===== src/rtl/temp_code_ctrl.sv =====
module temp_code_ctrl #(
  parameter int TW = 8,
  parameter int CW = 8,
  parameter int AW = 8,
  parameter int TMIN = -40,
  parameter int TMAX = 102,
  parameter int BAND = 2,
  parameter logic [AW-1:0] MAN0_ADDR = 8'h82,
  parameter logic [AW-1:0] MAN1_ADDR = 8'h83,
  localparam int NENT = (TMAX - TMIN) / BAND + 1,
  localparam int IW = $clog2(NENT)
) (
  input  logic          clk,
  input  logic          rst_n,
  input  logic [TW-1:0] temp_i,
  input  logic          temp_valid_i,
  input  logic          auto_en_i,
  output logic          lut_req_o,
  output logic [IW-1:0] lut_idx_o,
  input  logic [CW-1:0] lut_rdata0_i,
  input  logic [CW-1:0] lut_rdata1_i,
  input  logic          man_we_i,
  input  logic [AW-1:0] man_addr_i,
  input  logic [CW-1:0] man_wdata_i,
  input  logic          disable_i,
  output logic [CW-1:0] code0_o,
  output logic [CW-1:0] code1_o,
  output logic          hiz0_o,
  output logic          hiz1_o
);

  localparam int XW = TW + 2;
  localparam logic signed [XW-1:0] LO = XW'(TMIN);
  localparam logic signed [XW-1:0] HI = XW'(TMAX);

  logic signed [XW-1:0] t_ext, t_off;
  logic [IW-1:0] idx_d, idx_q;
  logic req_q, pend_q, loaded_q;
  logic [CW-1:0] man0_q, man1_q, code0_q, code1_q;
  logic wr0, wr1;

  assign t_ext = XW'($signed(temp_i));
  assign t_off = t_ext - LO;

  always_comb begin
    if (t_ext < LO)      idx_d = '0;
    else if (t_ext > HI) idx_d = IW'(NENT - 1);
    else                 idx_d = IW'(t_off / BAND);
  end

  assign wr0 = man_we_i && (man_addr_i == MAN0_ADDR);
  assign wr1 = man_we_i && (man_addr_i == MAN1_ADDR);

  always_ff @(posedge clk or negedge rst_n) begin
    if (!rst_n) begin
      idx_q  <= '0;
      req_q  <= 1'b0;
      pend_q <= 1'b0;
    end else begin
      req_q  <= auto_en_i && temp_valid_i;
      pend_q <= auto_en_i && req_q;
      if (auto_en_i && temp_valid_i) idx_q <= idx_d;
    end
  end

  always_ff @(posedge clk or negedge rst_n) begin
    if (!rst_n) begin
      man0_q <= '0;
      man1_q <= '0;
    end else begin
      if (wr0) man0_q <= man_wdata_i;
      if (wr1) man1_q <= man_wdata_i;
    end
  end

  always_ff @(posedge clk or negedge rst_n) begin
    if (!rst_n) begin
      code0_q  <= '0;
      code1_q  <= '0;
      loaded_q <= 1'b0;
    end else if (!auto_en_i) begin
      code0_q  <= wr0 ? man_wdata_i : man0_q;
      code1_q  <= wr1 ? man_wdata_i : man1_q;
      loaded_q <= 1'b1;
    end else if (pend_q) begin
      code0_q  <= lut_rdata0_i;
      code1_q  <= lut_rdata1_i;
      loaded_q <= 1'b1;
    end
  end

  assign lut_req_o = req_q;
  assign lut_idx_o = idx_q;
  assign code0_o   = code0_q;
  assign code1_o   = code1_q;
  assign hiz0_o    = disable_i || !loaded_q;
  assign hiz1_o    = disable_i || !loaded_q;

  assert_req_follows_sample_R1: assert property (@(posedge clk) disable iff (!rst_n)
    (auto_en_i && temp_valid_i) |=> lut_req_o);

  assert_idx_in_range_R2: assert property (@(posedge clk) disable iff (!rst_n)
    lut_req_o |-> (int'(lut_idx_o) < NENT));

  assert_codes_hold_R3: assert property (@(posedge clk) disable iff (!rst_n)
    (auto_en_i && !pend_q) |=> ($stable(code0_o) && $stable(code1_o)));

  assert_manual_write_R4: assert property (@(posedge clk) disable iff (!rst_n)
    (!auto_en_i && man_we_i && man_addr_i == MAN0_ADDR) |=> (code0_o == $past(man_wdata_i)));

  assert_manual_no_req_R6: assert property (@(posedge clk) disable iff (!rst_n)
    !auto_en_i |=> !lut_req_o);

  assert_disable_hiz_R7: assert property (@(posedge clk) disable iff (!rst_n)
    disable_i |-> (hiz0_o && hiz1_o));

endmodule


===== config.mk =====
export PLATFORM = sky130hd
export DESIGN_NAME = temp_code_ctrl
export DESIGN_NICKNAME = d
export VERILOG_FILES = /design/src/rtl/temp_code_ctrl.sv
export SDC_FILE = /design/constraint.sdc
export NUM_CORES = 1
export LEC_CHECK = 0
export BUFFER_PORTS_ARGS = -buffer_cell sky130_fd_sc_hd__buf_4
export CAP_MARGIN = 20
export CORE_ASPECT_RATIO = 1.2
export CORE_MARGIN = 1
export CORE_UTILIZATION = 45
export DETAILED_ROUTE_END_ITERATION = 8
export MAX_ROUTING_LAYER = met4
export PLACE_DENSITY_LB_ADDON = 0.2
export SKIP_LAST_GASP = 1
export SYNTH_ARGS = -nofsm -noshare
export SYNTH_HDL_FRONTEND = slang
export SYNTH_SLANG_ARGS = --single-unit

===== constraint.sdc =====
create_clock -name clk -period 1.7 [get_ports clk]
set_clock_uncertainty 0.2 [all_clocks]
set_input_delay 0.34 -clock clk [delete_from_list [all_inputs] [get_ports clk]]
set_output_delay 0.34 -clock clk [all_outputs]
set_load 0.02 [all_outputs]

==> results.tsv, run 1 <==
metric	value	unit
status	completed	
min Tclk post-route	1610	ps
Hold Fails Final Rpt	0	
RR Endpoint	code0_o[2]	
nets	334	
Max-Cap Viols	0	
critical path cell sequence	buf_4 > a21o_1 > a21oi_2 > ha_2 > ha_4 > nand2_1 > o21ai_1 > a41oi_1 > o31ai_1	
Worst Reg-to-Reg Cells	3	
Area growth, synth to finish	39.0	%
Hold Crit Class	input port to register	
met1 Use GR	23.5	%
worst r2r src	pend_q	
First-pass DRT Iterations	4	
hold_sp	man_wdata_i[3]	
RSZ-0062 raised after global routing	false	
CP Capture Type	register	
routed via count	1805	
Cell variety after synth	32	
total power divided by cell area	720	nW/um2
Final Worst Setup Slack	85.9	ps
# IOs	72	
Clock Latency Late Sink	280	ps
Overflow after GRT	0	
clk slew on worst S/H paths	70	ps
Worst IR Drop VDD	0.354	mV
n_diodes	0	
Synth Net Count	248	
Num CTS Buffers	5	
DR iter-0 viols	75	
WHS	100	ps
slowest cell delay on critical path	210	ps
GRT Max-Usage Layer	met2	
PortBufs	71	
CP arrival	1610	ps
chip height	79.0	um
Avg Cell Area, Syn	11.2	um2
final core utilization	66.4	%
Ys Warns	0	
Avg WL per Cell	14.0	um
final setup vio count	0	
DRC viols	0	
critical path buffer and inverter count	1	
Startpoint Class	input port	
Seq/Total Area, Yosys	47.2	%
GRT met3 Usage	4.02	%
num rows	27	
antenna violations before repair	0	
vias per cell	5.26	
pre-CTS setup slack	-235	ps
layout cells sized above 1	48.8	%
die area	5230	um2
first-pass GRT wire length	7920	um
Post-Syn Area	2230	um2
Leakage Power	1.55	nW
Critical Path RT	1690	ps
worst-margin pin slew	517	ps
r2r setup slk	150	ps
delay-heaviest family, CP	compound AO/OA/AOI/OAI gates	
Max Root-Sink Buffers	2	
Final GP Congestion	0.773	
Final ANT Viol Nets	0	
Fmax	620	MHz
H-tree Lvls	2	
final period utilization	94.9	%
Initial Utilization	47.7	%
CTS root buffer	clkbuf_8	
vias in the first global route	1786	
CTS sink count	42	
worst setup path category	input port to register	
Worst path slowest cell	ha_2	
die width	66.2	um
Seq cells post-synth	42	
pin count of the biggest net entering global routing	43	
Design Power	2.23	mW
Final TNS setup	0	ps
GR Layer Usage met2	35.7	%
DP Wirelength	3700	um
max_slew headroom	65.6	%
fin. max-slew vios	0	
cells after synthesis	198	
worst-path maximum fanout	2	
Hold Path End	man0_q[3]	
WL final	4800	um
CTS tree	built	
Tot GR Track Use	20.5	%
WHS Path Cells	2	
Core Box Area	4660	um2
-- cell usage after synthesis, drive strengths merged --
cell type  count  share of area (%)
nand3          9                2.2
nand2b         2               0.56
nor2           2               0.34
a41oi          1               0.39
buf            9                3.4
xnor2          4                1.6
and2           1               0.28
inv            2               0.34
a21o           1               0.34
and3b          1               0.39
a221o          8                3.6
a21oi          2               0.45
nor4bb         1               0.45
nand3b         9                3.0
xor2           2               0.79
nor3b          8                2.7
nor3           2               0.45
nand4          8                2.2
dfrtp         42                 47
nor4b          1                1.1
clkbuf         5               0.84
o31ai          1               0.34
nand2         24                4.0
o21ai          8                1.8
nor2b          8                2.2
mux2          32                 16
a311oi         1               0.39
ha             4                2.2
-- state kept, by name (all words and copies together), names as in the netlist --
| signal | cells |
|---|---|
| code0_o | 8 |
| pend_q | 1 |
| lut_idx_o | 7 |
| man1_q | 8 |
| code1_o | 8 |
| loaded_q | 1 |
| lut_req_o | 1 |
| man0_q | 8 |
-- how the worst max path moves through the flow --
| stage | slack, ps | from | end | cells after the start |
|---|---|---|---|---|
| floorplan | -180 | man_addr_i[6] | man0_q[5] | 5 |
| global placement | -200 | temp_i[3] | lut_idx_o[5] | 8 |
| detailed placement | -230 | temp_i[3] | lut_idx_o[6] | 9 |
| CTS | 60 | temp_i[3] | lut_idx_o[5] | 8 |
| global route | 10 | temp_i[3] | lut_idx_o[5] | 8 |
| finish | 90 | temp_i[3] | lut_idx_o[6] | 9 |
-- placed cells by master (no fill, tap or decap), types with 2 or more instances in the layout --
master and count:
buf_4 90, dfrtp_1 42, mux2_2 24, nand2_1 24
nand3b_1 9, mux2_4 8, nor2b_1 8, a221o_1 8
nand4_1 8, nand3_1 8, nor3b_1 7, o21ai_0 6
clkbuf_8 6, xnor2_1 4, inv_1 2, nand2b_1 2
nor2_1 2, xor2_1 2, o21ai_1 2, ha_1 2
buf_12 2
-- final cells by class --
type / instances / area (um2)
Multi-Input combinational cell: 140 / 1150
Clock buffer: 7 / 86.3
Timing Repair Buffer: 93 / 726
Inverter: 2 / 7.51
Tap cell: 58 / 72.6
Clock inverter: 1 / 5.00
Sequential cell: 42 / 1050
Fill cell: 373 / 1570
-- metal layers --
layer	up-vias	routed length, um
met4	0	76
met5	-	0
met1	853	1990
met3	8	269
met2	61	2460
li1	883	-
-- worst register-to-register path, stage by stage, from the launching register on --
cell and delay [ps]:
dfrtp_1 370, buf_12 160, mux2_2 360, a221o_1 350
-- cells by family after synthesis --
kind of cell | synth area share, %
flip-flops | 47.2
AO/OA/AOI/OAI | 7.31
buffers and inverters | 4.61
adder cells (fa/ha/maj) | 2.25
XOR/XNOR | 2.36
AND/OR/NAND/NOR | 20.1
multiplexers | 16.2
-- what timing repair did --
| item | in CTS | in global routing |
|---|---|---|
| resized for setup | 0 | 3 |
| setup endpoints to repair | 0 | 2 |
| buffers inserted | 0 | 0 |
| hold endpoints to repair | 42 | 0 |
| hold buffers | 1 | 0 |
-- where the power goes --
part | leakage [nW] | switching, mW | internal, mW
Combinational | 0.932 | 0.228 | 0.263
Sequential | 0.565 | 0.0342 | 1.06
Clock | 0.0482 | 0.312 | 0.327
-- metrics by stage --
stage / cells / area, um2
6_report: 343 / 3090
3_3_place_gp: 334 / 2980
2_1_floorplan: 198 / 2290
3_5_place_dp: 334 / 2980
4_1_cts: 343 / 3080
5_1_grt: 343 / 3090
Power figures use the tool's default switching activity.
==> run 2, diff against run 1 <==
--- a/config.mk
+++ b/config.mk
@@ -5,11 +5,12 @@
 export SDC_FILE = /design/constraint.sdc
 export NUM_CORES = 1
 export LEC_CHECK = 0
+export ABC_AREA = 1
 export BUFFER_PORTS_ARGS = -buffer_cell sky130_fd_sc_hd__buf_4
 export CAP_MARGIN = 20
 export CORE_ASPECT_RATIO = 1.2
 export CORE_MARGIN = 1
-export CORE_UTILIZATION = 45
+export CORE_UTILIZATION = 35
 export DETAILED_ROUTE_END_ITERATION = 8
 export MAX_ROUTING_LAYER = met4
 export PLACE_DENSITY_LB_ADDON = 0.2
==> run 2 against run 1 <==
Effect of this change: via count is 19% higher; global-route usage is 3.8 points lower; setup slack worse by 12 ps; sequential cell count stayed put; critical path depth is 6 lower; wire length is 14% higher; first-iteration DRC count is 5.3% lower; sequential share of layout area is 2.1 points lower; combinational power is 14% higher; synthesized cell count is 58% higher; design area is 6.8% higher; largest power group unchanged.
==> results.tsv, run 2 <==
metric	value	unit	change
r2r setup slk	430	ps	+280 ps
Worst path slowest cell	dfrtp_1		
largest family of logic cells by synthesized area	simple AND/OR/NAND/NOR gates		
Fmax	615	MHz	-0.74%
Final ANT Viol Nets	0		unchanged
clk slew on worst S/H paths	80	ps	about the same
Overflow after GRT	0		unchanged
post-synthesis adder-cell area fraction	2.06	%	-0.19 points
WHS	97.7	ps	-2.69 ps
chip height	93.2	um	+18%
Hold Path End	lut_req_o		
Final GP Congestion	0.788		+1.9%
worst-margin pin slew	537	ps	+19.8 ps
Final Worst Setup Slack	73.9	ps	-12.0 ps
Worst IR Drop VDD	0.360	mV	+1.6%
Synth Net Count	362		+46%
critical path buffer and inverter count	2		+1
Seq cells post-synth	42		unchanged
vias per cell	4.41		-16%
First-pass DRT Iterations	4		unchanged
H-tree Lvls	2		unchanged
Synth Flop Type	dfrtp_1		
die width	78.0	um	+18%
# IOs	72		unchanged
power share of the clock group	31.5	%	+2.8 points
Max Root-Sink Buffers	2		unchanged
antenna violations before repair	0		unchanged
n_diodes	0		unchanged
most frequent cell after synthesis	nand2_1		
critical path cell sequence	inv_1 > or2_2 > buf_4		
worst setup path category	register to primary output		
Synth Area in XOR/XNOR	0	%	-2.4 points
Avg Cell Area, Syn	7.78	um2	-31%
cells taking the most area after synthesis	dfrtp_1, nand2_1, nand3_1		
WHS Path Cells	3		+1
die area	7270	um2	+39%
Synth Area in Compound Gates	1.44	%	-5.9 points
Pint	1.76	mW	+6.3%
Synth top area share	43.3	%	-3.9 points
placed insts	476		+43%
WL final	5470	um	+14%
vias in the first global route	2123		+19%
Clock Latency Late Sink	290	ps	about the same
Seq/Total Area, Yosys	43.3	%	-3.9 points
most common cell after layout, fill and taps aside	buf_4		
first-pass GRT wire length	9330	um	+18%
post-synthesis simple-gate area fraction	41.9	%	+22 points
min Tclk post-route	1630	ps	+12.0 ps
Worst Reg-to-Reg Cells	6		+3
Synth area leader	dfrtp_1		
Hold Fails Final Rpt	0		unchanged
hold_sp	temp_valid_i		
worst r2r src	pend_q		
Initial Utilization	37.0	%	-11 points
Leakage Power	1.84	nW	+19%
Logic pwr share	23.0	%	+0.9 points
PortBufs	71		unchanged
Startpoint Class	register		
synth cell count leaders	nand2_1, inv_1, nand3_1		
Post-Syn Area	2430	um2	+9.1%
DR iter-0 viols	71		-5.3%
pre-CTS setup slack	-245	ps	-10.5 ps
Final Non-Filler Cells	486		+42%
layout cells sized above 1	35.4	%	-13 points
nets	450		+35%
Reg power frac	45.5	%	-3.7 points
RR Endpoint	code1_o[3]		
sw frac	27.8	%	+2.0 points
delay-heaviest family, CP	flip-flops		
commonest cells after routing, fill and taps aside	buf_4, nand2_1, inv_1, nand3_1, dfrtp_1		
Finished Cell Area	3300	um2	+6.8%
CP Capture Type	primary output		
DRC viols	0		unchanged
final setup vio count	0		unchanged
CTS root buffer	clkbuf_8		
Cell variety after synth	24		-25%
Fillers	682		+83%
Avg WL per Cell	11.3	um	-20%
num rows	32		+19%
Critical Path RT	1160	ps	-530 ps
ys async rst share	100	%	unchanged
max_slew headroom	64.2	%	-1.3 points
CP arrival	1090	ps	-520 ps
CTS tree	built		
Area growth, synth to finish	36.1	%	
final core utilization	50.3	%	-16 points
worst-path maximum fanout	2		unchanged
routed via count	2142		+19%
fin. max-slew vios	0		unchanged
pin count of the biggest net entering global routing	43		unchanged
Core Box Area	6570	um2	+41%
Max-Cap Viols	0		unchanged
Final TNS setup	0	ps	unchanged
Post-DP Area	3150	um2	+5.9%
CTS sink count	42		unchanged
crit path from	loaded_q		
slowest cell delay on critical path	330	ps	+120 ps
EDFF count, synth	0		unchanged
total power divided by cell area	737	nW/um2	+2.4%
final period utilization	95.7	%	+0.70 points
DP Wirelength	4230	um	+14%
Hold Crit Class	input port to register		
Ys Warns	0		unchanged
cells after synthesis	312		+58%
status	completed		
mux share of post-synthesis cell area	0	%	-16 points
Tot GR Track Use	16.7	%	-3.8 points
Design Power	2.44	mW	+9.3%
Num CTS Buffers	5		unchanged
NetSw	0.677	mW	+18%
==> run 2: cell types whose count changed after synthesis, sizes merged, moves of 3 or more <==
cell	delta
inv	+54
xnor2	-4
o21ai	-3
nor3b	-8
nand4	-8
nor2b	-8
nor2	+8
a221o	-8
mux2	-32
nand2	+84
clkbuf	-5
nand3b	-7
nand3	+47
and2	+15
==> run 2: tightest hold or removal path, cell delays in order <==
cell and delay [ps]:
buf_4 80, nand2_2 50, inv_1 70
==> run 2: how the worst max path moves through the flow <==
stage                   end  slack, ps  cells past startpoint
3_5_place_dp   lut_idx_o[6]       -250                     14
4_1_cts              hiz1_o         70                      3
5_1_grt        lut_idx_o[6]         -6                     14
3_3_place_gp   lut_idx_o[6]       -170                     14
6_report             hiz1_o         70                      3
2_1_floorplan  lut_idx_o[6]        -10                     13
==> run 2: power by group through the flow <==
stage	registers [mW]	clock network (mW)	logic, mW
final	1.11	0.768	0.560
after global routing	1.12	0.825	0.623
after CTS	1.11	0.788	0.562
after detailed placement	1.13	0	0.559
after global placement	1.13	0	0.550
after floorplan	1.19	0	0.224
==> run 2: final cells by class <==
type                            instances  area [um2]  share of cell area [%]
Multi-Input combinational cell        206        1150                    34.7
Sequential cell                        42        1050                    31.8
Timing Repair Buffer                   89         671                    20.3
Inverter                               56         220                    6.67
Tap cell                               85         106                    3.22
Clock buffer                            5        68.8                    2.08
Clock inverter                          3        40.0                    1.21
==> run 2: metal layers <==
layer / GRT usage [%] / vias to the layer above / wire [um]
li1: - / 1121 / -
met1: 20.1 / 972 / 2400
met2: 28.7 / 45 / 2790
met3: 2.63 / 4 / 222
met4: 5.56 / 0 / 56
met5: - / - / 0
==> run 2: repair_timing <==
action,4_1_cts,5_1_grt
hold endpoints to repair,42,0
hold buffers,1,0
endpoints found under the setup margin,0,2
setup buffers,0,1
resized for setup,0,9
==> run 2: kinds of logic (layout without fill, tap and decap cells) <==
family	count (synthesis)	in the layout
AOI/OAI and AO/OA	7	7
adders and majority gates	4	4
buffers and inverters	64	153
DFF	42	42
and+or+nand+nor	195	195
==> run 3, diff against run 2 <==
==> constraint.sdc (replaced) <==
create_clock -name clk -period 1.9 [get_ports clk]
set_clock_uncertainty 0.2 [all_clocks]
set_input_delay 0.285 -clock clk [delete_from_list [all_inputs] [get_ports clk]]
set_output_delay 0.285 -clock clk [all_outputs]
set_load 0.02 [all_outputs]
==> run 3 against run 2 <==
Effect of this change: first-iteration DRC count increased by 4.2%; setup slack improved by 200 ps; count of clock-buffer cells in the layout increased by 2; combinational power decreased by 17%; die area unchanged; critical path type is now input port to register.
==> results.tsv, run 3 (same netlist as run 2, synthesis figures left out) <==
metric	value	unit	change
pin count of the biggest net entering global routing	43		unchanged
Max Root-Sink Buffers	2		unchanged
Critical Path RT	1880	ps	+720 ps
final setup vio count	0		unchanged
power share of the clock group	28.7	%	-2.8 points
Logic pwr share	22.8	%	-0.2 points
worst setup path category	input port to register		
DRC viols	0		unchanged
sw frac	28.6	%	+0.80 points
max_slew headroom	64.1	%	-0.16 points
worst-path maximum fanout	3		+1
Core Box Area	6570	um2	unchanged
Hold Fails Final Rpt	0		unchanged
# IOs	72		unchanged
status	completed		
min Tclk post-route	1620	ps	
critical path buffer and inverter count	3		+1
num rows	32		unchanged
die width	78.0	um	unchanged
chip height	93.2	um	unchanged
First-pass DRT Iterations	4		unchanged
placed insts	464		-2.5%
M1 WL	2290	um	-4.5%
Max-Cap Viols	0		unchanged
WL final	5230	um	-4.5%
CTS sink count	42		unchanged
CP dominant cell by count	nand2_1		
pre-CTS setup slack	-32.3	ps	+213 ps
slowest cell delay on critical path	190	ps	-140 ps
commonest cells after routing, fill and taps aside	nand2_1, buf_4, inv_1		
fin. max-slew vios	0		unchanged
total power divided by cell area	649	nW/um2	-12%
Startpoint Class	input port		
Hold Crit Class	input port to register		
CP Capture Type	register		
most common cell after layout, fill and taps aside	nand2_1		
Final Non-Filler Cells	473		-2.7%
Overflow after GRT	0		unchanged
Routed met3 length	289	um	+30%
CP arrival	1610	ps	+520 ps
n_diodes	0		unchanged
Num CTS Buffers	5		unchanged
antenna violations before repair	0		unchanged
die area	7270	um2	unchanged
delay-heaviest family, CP	simple AND/OR/NAND/NOR gates		
RSZ-0062 raised after global routing	false		
Worst IR Drop VDD	0.311	mV	-13%
Worst path slowest cell	ha_1		
routed via count	2056		-4.0%
DP Wirelength	4000	um	-5.6%
clk slew on worst S/H paths	70	ps	about the same
CTS root buffer	clkbuf_8		
Tot GR Track Use	16.8	%	+0.086 points
Final GP Congestion	0.787		-0.15%
layout cells sized above 1	30.4	%	-5.0 points
Initial Utilization	37.0	%	unchanged
Detail Route met2 WL	2570	um	-7.9%
highest routed metal layer	met4		
H-tree Lvls	2		unchanged
DR iter-0 viols	74		+4.2%
final period utilization	85.4	%	
critical path cell sequence	buf_4 > inv_1 > nand2_1 > nand2_1 > and3_1 > ha_1 > ha_1 > nand2_1 > inv_1 > nand2_1 > o21ai_0 > nand2_1 > nand2_1 > nand2_1		
Final ANT Viol Nets	0		unchanged
Post-CTS Setup Bufs	0		unchanged
nets	437		-2.9%
Fillers	694		+1.8%
worst-margin pin slew	539	ps	+2.40 ps
CTS tree	built		
Area growth, synth to finish	29.5	%	
vias in the first global route	2033		-4.2%
Pint	1.46	mW	-17%
vias per cell	4.35		-1.4%
Clock Latency Late Sink	290	ps	about the same
post-cts sizing count	0		unchanged
Reg power frac	48.6	%	+3.1 points
Avg WL per Cell	11.0	um	-1.8%
first-pass GRT wire length	9200	um	-1.3%
NetSw	0.584	mW	-14%
r2r setup slk	610	ps	+180 ps
Leakage Power	1.76	nW	-4.6%
PortBufs	71		unchanged
Fmax	616	MHz	
Final Worst Setup Slack	277	ps	+203 ps
WHS	99.3	ps	+1.59 ps
-- run 3: through the flow --
| step | utilization [%] | TNS [ps] | area, um2 | power, mW |
|---|---|---|---|---|
| floorplan | - | 0 | 2430 | 1.26 |
| global placement | 46.3 | 0 | 3040 | 1.48 |
| detailed placement | 46.3 | -64.2 | 3040 | 1.48 |
| CTS | 47.9 | 0 | 3140 | 2.07 |
| global route | 47.9 | 0 | 3140 | 2.18 |
| finish | 47.9 | 0 | 3140 | 2.04 |
-- run 3: routing by layer --
metal / up-vias / global-route usage [%]
li1: 1099 / -
met3: 6 / 4.10
met4: 0 / 5.09
met5: - / -
met2: 50 / 28.3
met1: 901 / 20.0
-- run 3: repair_timing --
action | CTS | global route
endpoints found under the hold margin | 42 | 0
endpoints found under the setup margin | 0 | 0
hold buffers | 1 | 0
-- run 3: worst paths after layout --
path / start / to / cells after the start
max: temp_i[5] / lut_idx_o[6] / 14
min: lut_rdata0_i[6] / code0_o[6] / 5
max reg2reg: pend_q / code0_o[1] / 5
min reg2reg: loaded_q / loaded_q / 2
max in group asynchronous: rst_n / pend_q / 2
min in group asynchronous: rst_n / man0_q[2] / 2
-- run 3: worst min-delay path: stages --
cell and delay, ps:
buf_4 80, nand3_1 50, nand2_1 60, inv_1 30, nand2_1 50
-- run 3: cell type report --
cell class / instances / area (um2) / share of cell area, %
Multi-Input combinational cell: 206 / 1100 / 35.1
Sequential cell: 42 / 1050 / 33.4
Timing Repair Buffer: 76 / 573 / 18.2
Inverter: 56 / 220 / 7.00
Tap cell: 85 / 106 / 3.38
Clock buffer: 7 / 86.3 / 2.75
Clock inverter: 1 / 5.00 / 0.159
-- run 3: power groups by stage --
stage	Clock, mW	Combinational [mW]	Sequential, mW
after detailed placement	0	0.472	1.01
final	0.585	0.465	0.991
after global routing	0.653	0.524	0.999
after CTS	0.608	0.475	0.992
after global placement	0	0.468	1.01
after floorplan	0	0.197	1.06
